File: config.mk
export PLATFORM = sky130hd
export DESIGN_NAME = mdio_master
export DESIGN_NICKNAME = d
export VERILOG_FILES = /design/src/rtl/mdio_pkg.sv /design/src/rtl/mdio_halfgen.sv /design/src/rtl/mdio_insync.sv /design/src/rtl/mdio_master.sv
export SDC_FILE = /design/constraint.sdc
export NUM_CORES = 1
export LEC_CHECK = 0
export BUFFER_PORTS_ARGS = -buffer_cell sky130_fd_sc_hd__buf_2
export CORE_ASPECT_RATIO = 2
export CORE_MARGIN = 5
export CORE_UTILIZATION = 50
export CTS_BUF_LIST = sky130_fd_sc_hd__clkbuf_8
export CTS_CLUSTER_DIAMETER = 150
export DETAILED_ROUTE_END_ITERATION = 16
export PLACE_DENSITY = 0.81
export REMOVE_ABC_BUFFERS = 1
export SLEW_MARGIN = 30
export SYNTH_ARGS = -nofsm -noshare
export SYNTH_HDL_FRONTEND = slang
export SYNTH_SLANG_ARGS = --single-unit
File: constraint.sdc
create_clock -name clk -period 3 [get_ports clk]
set_clock_uncertainty 0.15 [all_clocks]
set_input_delay 0.6 -clock clk [delete_from_list [all_inputs] [get_ports clk]]
set_output_delay 0.6 -clock clk [all_outputs]
set_load 0.01 [all_outputs]
File: src/rtl/mdio_pkg.sv
package mdio_pkg;
   typedef enum logic [1:0] {
      OPC_WRITE = 2'b01,
      OPC_READ  = 2'b10
   } mdio_opc_e;

   localparam logic [1:0] START_PAT = 2'b01;
   localparam logic [1:0] WR_TURN   = 2'b10;
endpackage

File: src/rtl/mdio_halfgen.sv
module mdio_halfgen #(
   parameter int HALF_CYCLES = 40
) (
   input  logic clk,
   input  logic rst_n,
   input  logic clr,
   input  logic en,
   output logic tick
);
   localparam int CW = (HALF_CYCLES > 1) ? $clog2(HALF_CYCLES) : 1;
   localparam logic [CW-1:0] LAST = CW'(HALF_CYCLES - 1);

   logic [CW-1:0] cnt_q;

   assign tick = en && (cnt_q == LAST);

   always_ff @(posedge clk or negedge rst_n) begin
      if (!rst_n)    cnt_q <= '0;
      else if (clr)  cnt_q <= '0;
      else if (tick) cnt_q <= '0;
      else if (en)   cnt_q <= cnt_q + 1'b1;
   end
endmodule

File: src/rtl/mdio_insync.sv
module mdio_insync #(
   parameter int STAGES = 2
) (
   input  logic clk,
   input  logic rst_n,
   input  logic d,
   output logic q
);
   generate
      if (STAGES < 2) begin : g_bad
         $error("mdio_insync: STAGES must be at least 2");
      end
   endgenerate

   logic [STAGES-1:0] chain_q;

   always_ff @(posedge clk or negedge rst_n) begin
      if (!rst_n) chain_q <= '1;
      else        chain_q <= {chain_q[STAGES-2:0], d};
   end

   assign q = chain_q[STAGES-1];
endmodule

File: src/rtl/mdio_master.sv
module mdio_master
   import mdio_pkg::*;
#(
   parameter int HALF_CYCLES  = 40,
   parameter int SYNC_STAGES  = 2,
   parameter int PREAMBLE_LEN = 32,
   parameter int RECOVER_LEN  = 32,
   parameter int PHY_W        = 5,
   parameter int REG_W        = 5,
   parameter int DATA_W       = 16
) (
   input  logic              clk,
   input  logic              rst_n,
   input  logic              start_i,
   input  logic              rd_i,
   input  logic [PHY_W-1:0]  phy_addr_i,
   input  logic [REG_W-1:0]  reg_addr_i,
   input  logic [DATA_W-1:0] wdata_i,
   output logic              busy_o,
   output logic              done_o,
   output logic              err_o,
   output logic [DATA_W-1:0] rdata_o,
   output logic              mdc_o,
   output logic              mdio_o,
   output logic              mdio_oe_o,
   input  logic              mdio_i
);
   // slot map derived from the field widths
   localparam int TA_POS   = PREAMBLE_LEN + 4 + PHY_W + REG_W;
   localparam int RD_END   = TA_POS + DATA_W + 1;
   localparam int WR_END   = TA_POS + DATA_W + 2;
   localparam int ER_END   = TA_POS + RECOVER_LEN;
   localparam int MAX_END  = (ER_END > WR_END) ? ER_END : WR_END;
   localparam int SLOT_W   = $clog2(MAX_END + 1);
   localparam int TX_W     = 6 + PHY_W + REG_W + DATA_W;

   localparam logic [SLOT_W-1:0] S_PRE   = SLOT_W'(PREAMBLE_LEN);
   localparam logic [SLOT_W-1:0] S_TA    = SLOT_W'(TA_POS);
   localparam logic [SLOT_W-1:0] S_RDLO  = SLOT_W'(TA_POS + 1);
   localparam logic [SLOT_W-1:0] S_RDHI  = SLOT_W'(TA_POS + DATA_W);
   localparam logic [SLOT_W-1:0] S_RDEND = SLOT_W'(RD_END);
   localparam logic [SLOT_W-1:0] S_WREND = SLOT_W'(WR_END);
   localparam logic [SLOT_W-1:0] S_EREND = SLOT_W'(ER_END);

   generate
      if (HALF_CYCLES < SYNC_STAGES + 1) begin : g_chk_half
         $error("mdio_master: HALF_CYCLES must exceed SYNC_STAGES");
      end
      if (PREAMBLE_LEN < 1 || RECOVER_LEN < 1 || DATA_W < 2) begin : g_chk_len
         $error("mdio_master: lengths out of range");
      end
   endgenerate

   logic              busy_q, mdc_q, o_q, oe_q, done_q, err_q, fail_q, rd_q;
   logic [SLOT_W-1:0] slot_q, last_q, nslot;
   logic [TX_W-1:0]   tx_q;
   logic [DATA_W-1:0] rx_q, rdata_q;
   logic              tick, din_s, take, n_oe, end_hi;

   mdio_halfgen #(.HALF_CYCLES(HALF_CYCLES)) u_half (
      .clk(clk), .rst_n(rst_n), .clr(take), .en(busy_q), .tick(tick)
   );

   mdio_insync #(.STAGES(SYNC_STAGES)) u_sync (
      .clk(clk), .rst_n(rst_n), .d(mdio_i), .q(din_s)
   );

   assign take   = start_i && !busy_q;
   assign end_hi = tick && mdc_q;
   assign nslot  = busy_q ? slot_q + 1'b1 : '0;

   always_comb begin
      if (rd_q && busy_q) n_oe = (nslot < S_TA);
      else if (busy_q)    n_oe = (nslot < S_WREND);
      else                n_oe = 1'b1;
   end

   always_ff @(posedge clk or negedge rst_n) begin
      if (!rst_n) begin
         busy_q  <= 1'b0;
         mdc_q   <= 1'b1;
         o_q     <= 1'b1;
         oe_q    <= 1'b0;
         done_q  <= 1'b0;
         err_q   <= 1'b0;
         fail_q  <= 1'b0;
         rd_q    <= 1'b0;
         slot_q  <= '0;
         last_q  <= '0;
         tx_q    <= '0;
         rx_q    <= '0;
         rdata_q <= '0;
      end else begin
         done_q <= 1'b0;
         if (take) begin
            busy_q <= 1'b1;
            mdc_q  <= 1'b0;
            o_q    <= 1'b1;
            oe_q   <= 1'b1;
            slot_q <= '0;
            rd_q   <= rd_i;
            fail_q <= 1'b0;
            last_q <= rd_i ? S_RDEND : S_WREND;
            tx_q   <= {START_PAT, rd_i ? OPC_READ : OPC_WRITE,
                       phy_addr_i, reg_addr_i, WR_TURN, wdata_i};
         end else if (tick && !mdc_q) begin
            mdc_q <= 1'b1;
         end else if (end_hi) begin
            if (rd_q && !fail_q && slot_q == S_TA && din_s) begin
               fail_q <= 1'b1;
               last_q <= S_EREND;
            end
            if (rd_q && slot_q >= S_RDLO && slot_q <= S_RDHI)
               rx_q <= {rx_q[DATA_W-2:0], din_s};
            if (slot_q == last_q) begin
               busy_q  <= 1'b0;
               done_q  <= 1'b1;
               oe_q    <= 1'b0;
               err_q   <= fail_q;
               rdata_q <= (rd_q && !fail_q) ? rx_q : '0;
            end else begin
               mdc_q  <= 1'b0;
               slot_q <= nslot;
               oe_q   <= n_oe;
               if (nslot >= S_PRE) begin
                  o_q  <= tx_q[TX_W-1];
                  tx_q <= {tx_q[TX_W-2:0], 1'b0};
               end
            end
         end
      end
   end

   assign busy_o    = busy_q;
   assign done_o    = done_q;
   assign err_o     = err_q;
   assign rdata_o   = rdata_q;
   assign mdc_o     = mdc_q;
   assign mdio_o    = o_q;
   assign mdio_oe_o = oe_q;
endmodule

==> run_results.csv, run 1 <==
group,metric,value,unit
outcome,outcome,"complete, no violations",
detailed_routing,drc_errors,0,
place,hpwlAfterDp,6020,um
timing,setup_viol,0,
timing,hold_viol,0,
cells_and_area,finish.utilization,58.2,%
detailed_routing,avgRoutedWirePerCell,14.5,um
detailed_routing,finalWirelength,8310,um
synthesis,synth_area_leader_cell,"dfrtp_1",
synthesis,synth-async-reset-ratio,100,%
synthesis,synth_area_leaders,"dfrtp_1 51%, nand2_1 11%, mux2_2 11%, o21ai_2 2.9%, dfstp_2 2.5%",
global_route,grt.total_usage,17.4,%
cells_and_area,multiInputGateArea,1830,sq um
setup_path,crit_path_start_kind,"flop",
timing,max_freq,0.367,GHz
place,placed_area,4620,sq um
synthesis,synth_cells,418,
synthesis,syn_area_per_cell,10.2,sq um
timing,tightestPinTransition,678,ps
clock_network,cts_tree,"yes",
global_route,gr-total-overflow,0,
timing,slew_violations,0,
timing,fin_crit_sh,90.8,%
place,dp.cells,558,
floorplanning,dieArea,10600,sq um
global_route,grt_pass1_vias,3249,
floorplanning,io_pins,53,
floorplanning,core,8290,sq um
setup_path,crit_fanout,32,
power_and_ir_drop,vdd_drop_max,425,uV
synthesis,synth_common_cells,"128 x nand2_1, 86 x dfrtp_1, 41 x mux2_2",
timing,final.setup.tns,0,ps
floorplanning,die_w,75.3,um
setup_path,crit_buf_inv,1,
place,portBuffers,52,
synthesis,yosysMostFrequentCell,"nand2_1",
setup_path,slowest_stage,"or4_1",
cells_and_area,n_fill_cell,703,
detailed_routing,initialDrtViolationCount,83,
timing,slew_headroom,54.4,%
timing,finalCriticalPeriod,2720,ps
synthesis,synth.distinct_cells,52,
clock_network,cts.sinks,90,
detailed_routing,routed-via-count,3166,
cells_and_area,syn2layout_area_growth,13.4,%
synthesis,synth_top_cell_area_share,50.5,%
power_and_ir_drop,powerDensity,647,nW/um^2
synthesis,synth-edff-count,0,
setup_path,critPathKind,"flop to flop",
synthesis,synthesis.area,4260,sq um
setup_path,endpoint_kind,"flop",
cells_and_area,layout.nets,505,
detailed_routing,drtPass1Iterations,5,
detailed_routing,detail-route-antenna-nets,0,
detailed_routing,vias_per_cell,5.52,
clock_network,cts_resized,0,
clock_network,htreeDepth,3,
place,gp_congestion,0.833,
timing,rsz0062_at_grt,"no",
cells_and_area,drive_gt1_share,30.9,%
setup_path,critical_path.most_common_cell,"or4_1",
floorplanning,row_count,47,
clock_network,cts-root-buf,"clkbuf_8",
setup_path,critPathTopFamily,"simple AND/OR/NAND/NOR gates",
synthesis,ys.flop_type,"dfrtp_1",
synthesis,synth.yosys.seq_area_share,53.0,%
clock_network,cts_inserted_buffers,9,
synthesis,ys_ff_latch,90,
global_route,grt_start_max_net_pins,53,
global_route,grt_pass1_wl,14400,um
clock_network,clk_path_buf_depth,2,
clock_network,clk_latency,360,ps
setup_path,cpPeakStageDelay,540,ps
setup_path,arrival,2810,ps
power_and_ir_drop,p_leak,2.41,nW
clock_network,clkTransAtPathRegs,90,ps
clock_network,postCtsSetupBuffers,0,
cells_and_area,final_area,4830,sq um
cells_and_area,antenna_cells,0,
global_route,antenna_found_initial,0,
floorplanning,dieHeight,141,um
synthesis,synth_warnings,0,
setup_path,cp.required,3080,ps
setup_path,path_cells,"or4_1, a221o_1, or4_1, buf_4, nand2_1, o21ai_2",
floorplanning,start_util,51.4,%
min_path,hold_class,"input pin to async pin",
clock_network,ctsHoldBuffers,0,
cells_and_area,final_cells,574,
run,maxCapViolations,0,
cells_and_area,seqCellArea,2260,sq um
area by class of cell:
| type | count | share of cell area [%] |
|---|---|---|
| Sequential cell | 90 | 46.7 |
| Multi-Input combinational cell | 294 | 37.8 |
| Timing Repair Buffer | 66 | 7.88 |
| Clock buffer | 11 | 3.14 |
| Tap cell | 98 | 2.54 |
| Clock inverter | 5 | 1.09 |
| Inverter | 10 | 0.777 |
per-layer routing:
metal | track usage [%] | part of all wire (%)
met1 | 18.4 | 38
met2 | 30.7 | 54
met3 | 4.73 | 5.2
met4 | 8.02 | 3.2
met5 | 0 | 0
cells in the final DEF, fill, tap and decap left out, types with 4 or more instances in the layout:
| master | n |
|---|---|
| or4_1 | 6 |
| nand4_1 | 5 |
| inv_1 | 10 |
| dfstp_2 | 4 |
| nand2_1 | 128 |
| a31oi_1 | 4 |
| a21oi_1 | 6 |
| dfrtp_1 | 86 |
| xor2_1 | 4 |
| buf_2 | 51 |
| nor2_1 | 9 |
| o21ai_0 | 17 |
| nand3_1 | 8 |
| clkbuf_8 | 11 |
| o21ai_2 | 14 |
| mux2_2 | 41 |
| nand2b_1 | 4 |
| buf_4 | 14 |
power by group:
| group | internal (mW) | switching, mW |
|---|---|---|
| clock network | 0.426 | 0.401 |
| registers | 1.45 | 0.174 |
| logic | 0.332 | 0.347 |
| total | 2.20 | 0.922 |
registers in the layout, indices dropped and copies added (netlist names), 2 cells and up:
register        cells
rx_q               16
tx_q               32
slot_q              7
last_q              3
rdata_o            16
u_half.cnt_q        6
u_sync.chain_q      2
through the flow:
step / worst slack (ps) / power (mW) / hold WS [ps]
floorplan: -391 / 2.10 / 154
global placement: 356 / 2.26 / 198
detailed placement: 283 / 2.32 / 202
CTS: 272 / 3.17 / 124
global route: 134 / 3.34 / 161
finish: 277 / 3.12 / 123
final timing paths:
| check | start | end | slack, ps | cells after the start |
|---|---|---|---|---|
| setup / recovery | slot_q[3]$_DFFE_PN0P_ | rdata_o[4]$_DFFE_PN0P_ | 280 | 6 |
| setup reg to reg | slot_q[3]$_DFFE_PN0P_ | rdata_o[4]$_DFFE_PN0P_ | 280 | 6 |
| min in group clk | mdio_i | u_sync.chain_q[0]$_DFF_PN1_ | 190 | 1 |
| max in group asynchronous | rst_n | mdio_o$_DFFE_PN1P_ | 1870 | 2 |
| hold reg to reg | u_sync.chain_q[0]$_DFF_PN1_ | u_sync.chain_q[1]$_DFF_PN1_ | 210 | 0 |
| hold / removal | rst_n | u_half.cnt_q[4]$_DFFE_PN0P_ | 120 | 1 |
cells by family after synthesis:
kind of cell	Yosys count	share of synthesized area, %
compound gates	66	11.1
buf+inv	34	4.17
xor+xnor	6	1.23
simple gates	175	17.9
mux	44	11.7
fa+ha+maj	3	0.881
flops	90	53.0
Power figures use the tool's default switching activity.
==> run 2: changes to the inputs <==
Settings changed: CORE_MARGIN 5 to 4.
==> run 2 against run 1 <==
Compared with the run above: clock-buffer cell count did not move; core utilization fell by 0.54 points; register-to-register slack barely moved; routed wire length fell by 0.46%; sequential power barely moved; worst setup slack got worse by 2.1 ps; global-route usage rose by 0.34 points; via count fell by 0.60%; first-iteration DRC count rose by 39%; sequential share of layout area rose by 0.44 points.
==> run_results.csv, run 2 (synthesis gave the netlist of run 1 again) <==
group,metric,value,unit
place,portBuffers,52,
clock_network,ctsHoldBuffers,0,
place,dp.cells,558,
clock_network,postCtsSetupBuffers,0,
min_path,hold_class,"input pin to async pin",
global_route,antenna_found_initial,0,
detailed_routing,finalWirelength,8270,um
run,maxCapViolations,0,
timing,tightestPinTransition,802,ps
floorplanning,start_util,51.4,%
cells_and_area,final_common_cell,"nand2_1",
setup_path,slowest_stage,"or4_1",
floorplanning,dieHeight,139,um
detailed_routing,routed-via-count,3147,
place,hpwlAfterDp,6070,um
setup_path,r2r-start,"slot_q[3]$_DFFE_PN0P_",
outcome,outcome,"complete, no violations",
clock_network,cts_inserted_buffers,9,
floorplanning,row_count,47,
cells_and_area,n_fill_cell,692,
cells_and_area,layout.nets,505,
setup_path,endpoint_kind,"flop",
power_and_ir_drop,p_leak,2.40,nW
cells_and_area,final_cells,573,
floorplanning,die_w,73.3,um
detailed_routing,drtPass1Iterations,5,
place,placed_area,4610,sq um
setup_path,critical_path.most_common_cell,"or4_1",
global_route,grt_pass1_vias,3165,
place,dp_worst_setup_slack,278,ps
detailed_routing,initialDrtViolationCount,115,
setup_path,crit_buf_inv,1,
detailed_routing,drc_errors,0,
setup_path,arrival,2820,ps
cells_and_area,largest_register,"tx_q",
clock_network,clkTransAtPathRegs,80,ps
timing,max_freq,0.367,GHz
global_route,gr-total-overflow,0,
timing,slew_violations,0,
power_and_ir_drop,vdd_drop_max,355,uV
clock_network,clk_latency,370,ps
global_route,grt.total_usage,17.7,%
clock_network,cts_resized,0,
setup_path,cpPeakStageDelay,530,ps
floorplanning,core,8290,sq um
clock_network,cts.sinks,90,
floorplanning,io_pins,53,
setup_path,cp.required,3100,ps
detailed_routing,avgRoutedWirePerCell,14.4,um
cells_and_area,final_area,4780,sq um
cells_and_area,largest_register_ff_count,32,
global_route,grt_start_max_net_pins,66,
detailed_routing,detail-route-antenna-nets,0,
timing,finalCriticalPeriod,2730,ps
setup_path,startpoint,"slot_q[3]$_DFFE_PN0P_",
clock_network,cts_tree,"yes",
clock_network,clk_path_buf_depth,2,
timing,slew_headroom,46.6,%
floorplanning,dieArea,10100,sq um
setup_path,path_cells,"or4_1, a221o_1, or4_1, buf_4, nand2_1, o21ai_2",
detailed_routing,vias_per_cell,5.49,
timing,hold_viol,0,
timing,rsz0062_at_grt,"no",
setup_path,crit_fanout,32,
setup_path,crit_path_start_kind,"flop",
timing,fin_crit_sh,90.8,%
cells_and_area,syn2layout_area_growth,12.3,%
timing,fin_hold_ws,169,ps
clock_network,cts-root-buf,"clkbuf_8",
cells_and_area,drive_gt1_share,30.3,%
cells_and_area,antenna_cells,0,
timing,setup_viol,0,
clock_network,htreeDepth,3,
cells_and_area,final_cell_mix,"128 x nand2_1, 86 x dfrtp_1, 51 x buf_2, 41 x mux2_2, 17 x o21ai_0",
global_route,grt_pass1_wl,14200,um
timing,setup_ws,275,ps
power_and_ir_drop,powerDensity,630,nW/um^2
setup_path,critPathTopFamily,"simple AND/OR/NAND/NOR gates",
setup_path,critPathKind,"flop to flop",
place,gp_congestion,0.865,
==> run 2: cell types whose count changed in the layout (fill, tap and decap cells not counted), sizes merged <==
cell    change
clkinv      -2
inv         +2
bufinv      -1
==> run 2: cell type report <==
class                      instances  area (sq um)  area share [%]
clock inverter                     4          20.0           0.419
tap                               98           123            2.56
sequential                        90          2260            47.2
clock buffer                      11           151            3.17
multi-input combinational        294          1830            38.2
inverter                          10          37.5           0.785
timing repair buffer              66           368            7.69
==> run 2: routing by layer <==
| layer | wire length [um] | global-route usage (%) | part of all wire [%] | vias to the layer above |
|---|---|---|---|---|
| met5 | 0 | 0 | 0 | - |
| met4 | 306 | 11.0 | 3.7 | 0 |
| met3 | 395 | 4.00 | 4.8 | 22 |
| met2 | 4400 | 29.3 | 53 | 80 |
| met1 | 3170 | 19.9 | 38 | 1506 |
| li1 | - | - | - | 1539 |
==> run 2: path summary, 6_finish.rpt <==
| kind | endpoint | slack [ps] | cells after the start |
|---|---|---|---|
| min reg2reg | u_sync.chain_q[1]$_DFF_PN1_ | 210 | 0 |
| max | rdata_o[3]$_DFFE_PN0P_ | 270 | 6 |
| max reg2reg | rdata_o[3]$_DFFE_PN0P_ | 270 | 6 |
| min in group clk | u_sync.chain_q[0]$_DFF_PN1_ | 180 | 1 |
| max in group asynchronous | rdata_o[9]$_DFFE_PN0P_ | 1810 | 2 |
| min | rdata_o[1]$_DFFE_PN0P_ | 170 | 1 |
==> run 2: power by group <==
group	total (mW)	switching (mW)	leakage [nW]	internal [mW]
sequential	1.62	0.172	1.16	1.45
clock	0.726	0.392	0.0938	0.334
combinational	0.672	0.342	1.15	0.330
==> run 2: metrics by stage <==
stage               util (%)  TNS, ps  power (mW)
floorplan                  -   -11090        2.10
global placement        55.6        0        2.27
detailed placement      55.6        0        2.32
CTS                     57.7        0        3.06
global route            57.7        0        3.22
finish                  57.7        0        3.02
==> run 3: changes to the inputs <==
==> constraint.sdc (replaced) <==
create_clock -name clk -period 3 [get_ports clk]
set_clock_uncertainty 0.15 [all_clocks]
set_input_delay 0.9 -clock clk [delete_from_list [all_inputs] [get_ports clk]]
set_output_delay 0.9 -clock clk [all_outputs]
set_load 0.01 [all_outputs]
==> run 3 against run 2 <==
Compared with the run above: total power rose by 2.6%; largest cell class unchanged; critical path depth did not move; fmax rose by 0.32%; first-iteration DRC count fell by 10%; combinational power barely moved; clock power rose by 11%; critical path type unchanged; flip-flop and latch count did not move; critical endpoint is now rdata_o[4]$_DFFE_PN0P_; routed wire length fell by 1.0%; die area did not move; largest power group unchanged; worst setup slack improved by 8.8 ps.
==> run_results.csv, run 3 (synthesis gave the netlist of run 1 again) <==
group,metric,value,unit
setup_path,endpoint_kind,"flop",
power_and_ir_drop,p_leak,2.42,nW
clock_network,htreeDepth,3,
setup_path,crit_fanout,32,
min_path,hold_class,"flop to flop",
cells_and_area,drive_gt1_share,30.5,%
clock_network,cts-root-buf,"clkbuf_8",
setup_path,slowest_stage,"or4_1",
setup_path,critPathTopFamily,"simple AND/OR/NAND/NOR gates",
timing,hold_viol,0,
clock_network,clk_latency,360,ps
setup_path,crit_path_start_kind,"flop",
timing,rsz0062_at_grt,"no",
clock_network,cts_resized,0,
global_route,grt_pass1_wl,14400,um
clock_network,postCtsSetupBuffers,0,
detailed_routing,routed-via-count,3154,
timing,finalCriticalPeriod,2720,ps
place,gp_congestion,0.912,
global_route,grt.total_usage,17.8,%
setup_path,crit_buf_inv,1,
cells_and_area,syn2layout_area_growth,13.3,%
timing,slew_violations,0,
global_route,gr-total-overflow,0,
place,hpwlAfterDp,6030,um
cells_and_area,finish.utilization,58.2,%
cells_and_area,final_area,4820,sq um
setup_path,cp.required,3080,ps
clock_network,clk_path_buf_depth,2,
detailed_routing,initialDrtViolationCount,103,
setup_path,path_cells,"or4_1, a221o_1, or4_1, buf_4, nand2_1, o21ai_2",
clock_network,clkTransAtPathRegs,80,ps
global_route,grt_start_max_net_pins,40,
run,maxCapViolations,0,
cells_and_area,largest_register,"tx_q",
cells_and_area,final_common_cell,"nand2_1",
setup_path,arrival,2800,ps
detailed_routing,detail-route-antenna-nets,0,
cells_and_area,layout.nets,507,
cells_and_area,final_cell_mix,"128 x nand2_1, 86 x dfrtp_1, 51 x buf_2, 41 x mux2_2",
timing,setup_ws,283,ps
detailed_routing,drtPass1Iterations,4,
floorplanning,dieHeight,139,um
timing,max_freq,0.368,GHz
floorplanning,start_util,51.4,%
detailed_routing,finalWirelength,8190,um
timing,tightestPinTransition,694,ps
setup_path,critPathKind,"flop to flop",
detailed_routing,avgRoutedWirePerCell,14.2,um
cells_and_area,largest_register_ff_count,32,
clock_network,cts_tree,"yes",
clock_network,cts.sinks,90,
place,placed_area,4630,sq um
floorplanning,row_count,47,
place,portBuffers,52,
global_route,grt_pass1_vias,3249,
place,dp_worst_setup_slack,318,ps
global_route,antenna_found_initial,0,
timing,slew_headroom,53.4,%
cells_and_area,seqCellArea,2260,sq um
setup_path,critical_path.most_common_cell,"or4_1",
timing,fin_hold_ws,211,ps
cells_and_area,antenna_cells,0,
cells_and_area,multiInputGateArea,1830,sq um
timing,fin_crit_sh,90.6,%
clock_network,cts_inserted_buffers,9,
detailed_routing,vias_per_cell,5.48,
clock_network,ctsHoldBuffers,0,
cells_and_area,n_fill_cell,698,
floorplanning,io_pins,53,
outcome,outcome,"complete, no violations",
floorplanning,dieArea,10100,sq um
power_and_ir_drop,vdd_drop_max,440,uV
setup_path,cpPeakStageDelay,540,ps
power_and_ir_drop,powerDensity,641,nW/um^2
power_and_ir_drop,total_power,3.09,mW
floorplanning,die_w,73.3,um
detailed_routing,drc_errors,0,
floorplanning,core,8290,sq um
timing,setup_viol,0,
## run 3: cell count changes in the layout (fill, tap and decap cells not counted), sizes merged
cell,change
clkinvlp,-1
buf,+2
bufinv,+1
inv,+1
## run 3: stage by stage
step / TNS, ps / instances
floorplan: -20090 / 394
global placement: 0 / 560
detailed placement: 0 / 560
CTS: 0 / 576
global route: 0 / 576
finish: 0 / 576
## run 3: cell type report
cell class	count	area share (%)
Timing Repair Buffer	68	7.94
Clock buffer	11	3.14
Sequential cell	90	46.8
Inverter	10	0.778
Clock inverter	5	0.960
Multi-Input combinational cell	294	37.9
Tap cell	98	2.54
## run 3: power breakdown
part	switching, mW	leakage [nW]	internal [mW]
clock	0.389	0.113	0.420
combinational	0.339	1.16	0.331
sequential	0.170	1.16	1.45
## run 3: worst reg2reg max path: cells and delay by family (launching register included)
kind / cells / cell delay [ps]
AO/OA/AOI/OAI: 2 / 520
buffers and inverters: 1 / 280
flip-flops: 1 / 470
AND/OR/NAND/NOR: 3 / 1170
## run 3: final timing paths
path	slack [ps]	startpoint	end	cells after the start
min reg2reg	210	u_sync.chain_q[0]$_DFF_PN1_	u_sync.chain_q[1]$_DFF_PN1_	0
max reg2reg	280	slot_q[3]$_DFFE_PN0P_	rdata_o[4]$_DFFE_PN0P_	6
max	280	slot_q[3]$_DFFE_PN0P_	rdata_o[4]$_DFFE_PN0P_	6
max in group asynchronous	1660	rst_n	u_sync.chain_q[1]$_DFF_PN1_	2
min in group asynchronous	350	rst_n	rx_q[15]$_DFFE_PN0P_	1
min	210	u_sync.chain_q[0]$_DFF_PN1_	u_sync.chain_q[1]$_DFF_PN1_	0
## run 3: per-layer routing
layer	GRT usage (%)	routed length (um)
met2	30.9	4400
met1	19.9	3180
met5	0	0
met4	8.75	231
met3	3.78	378
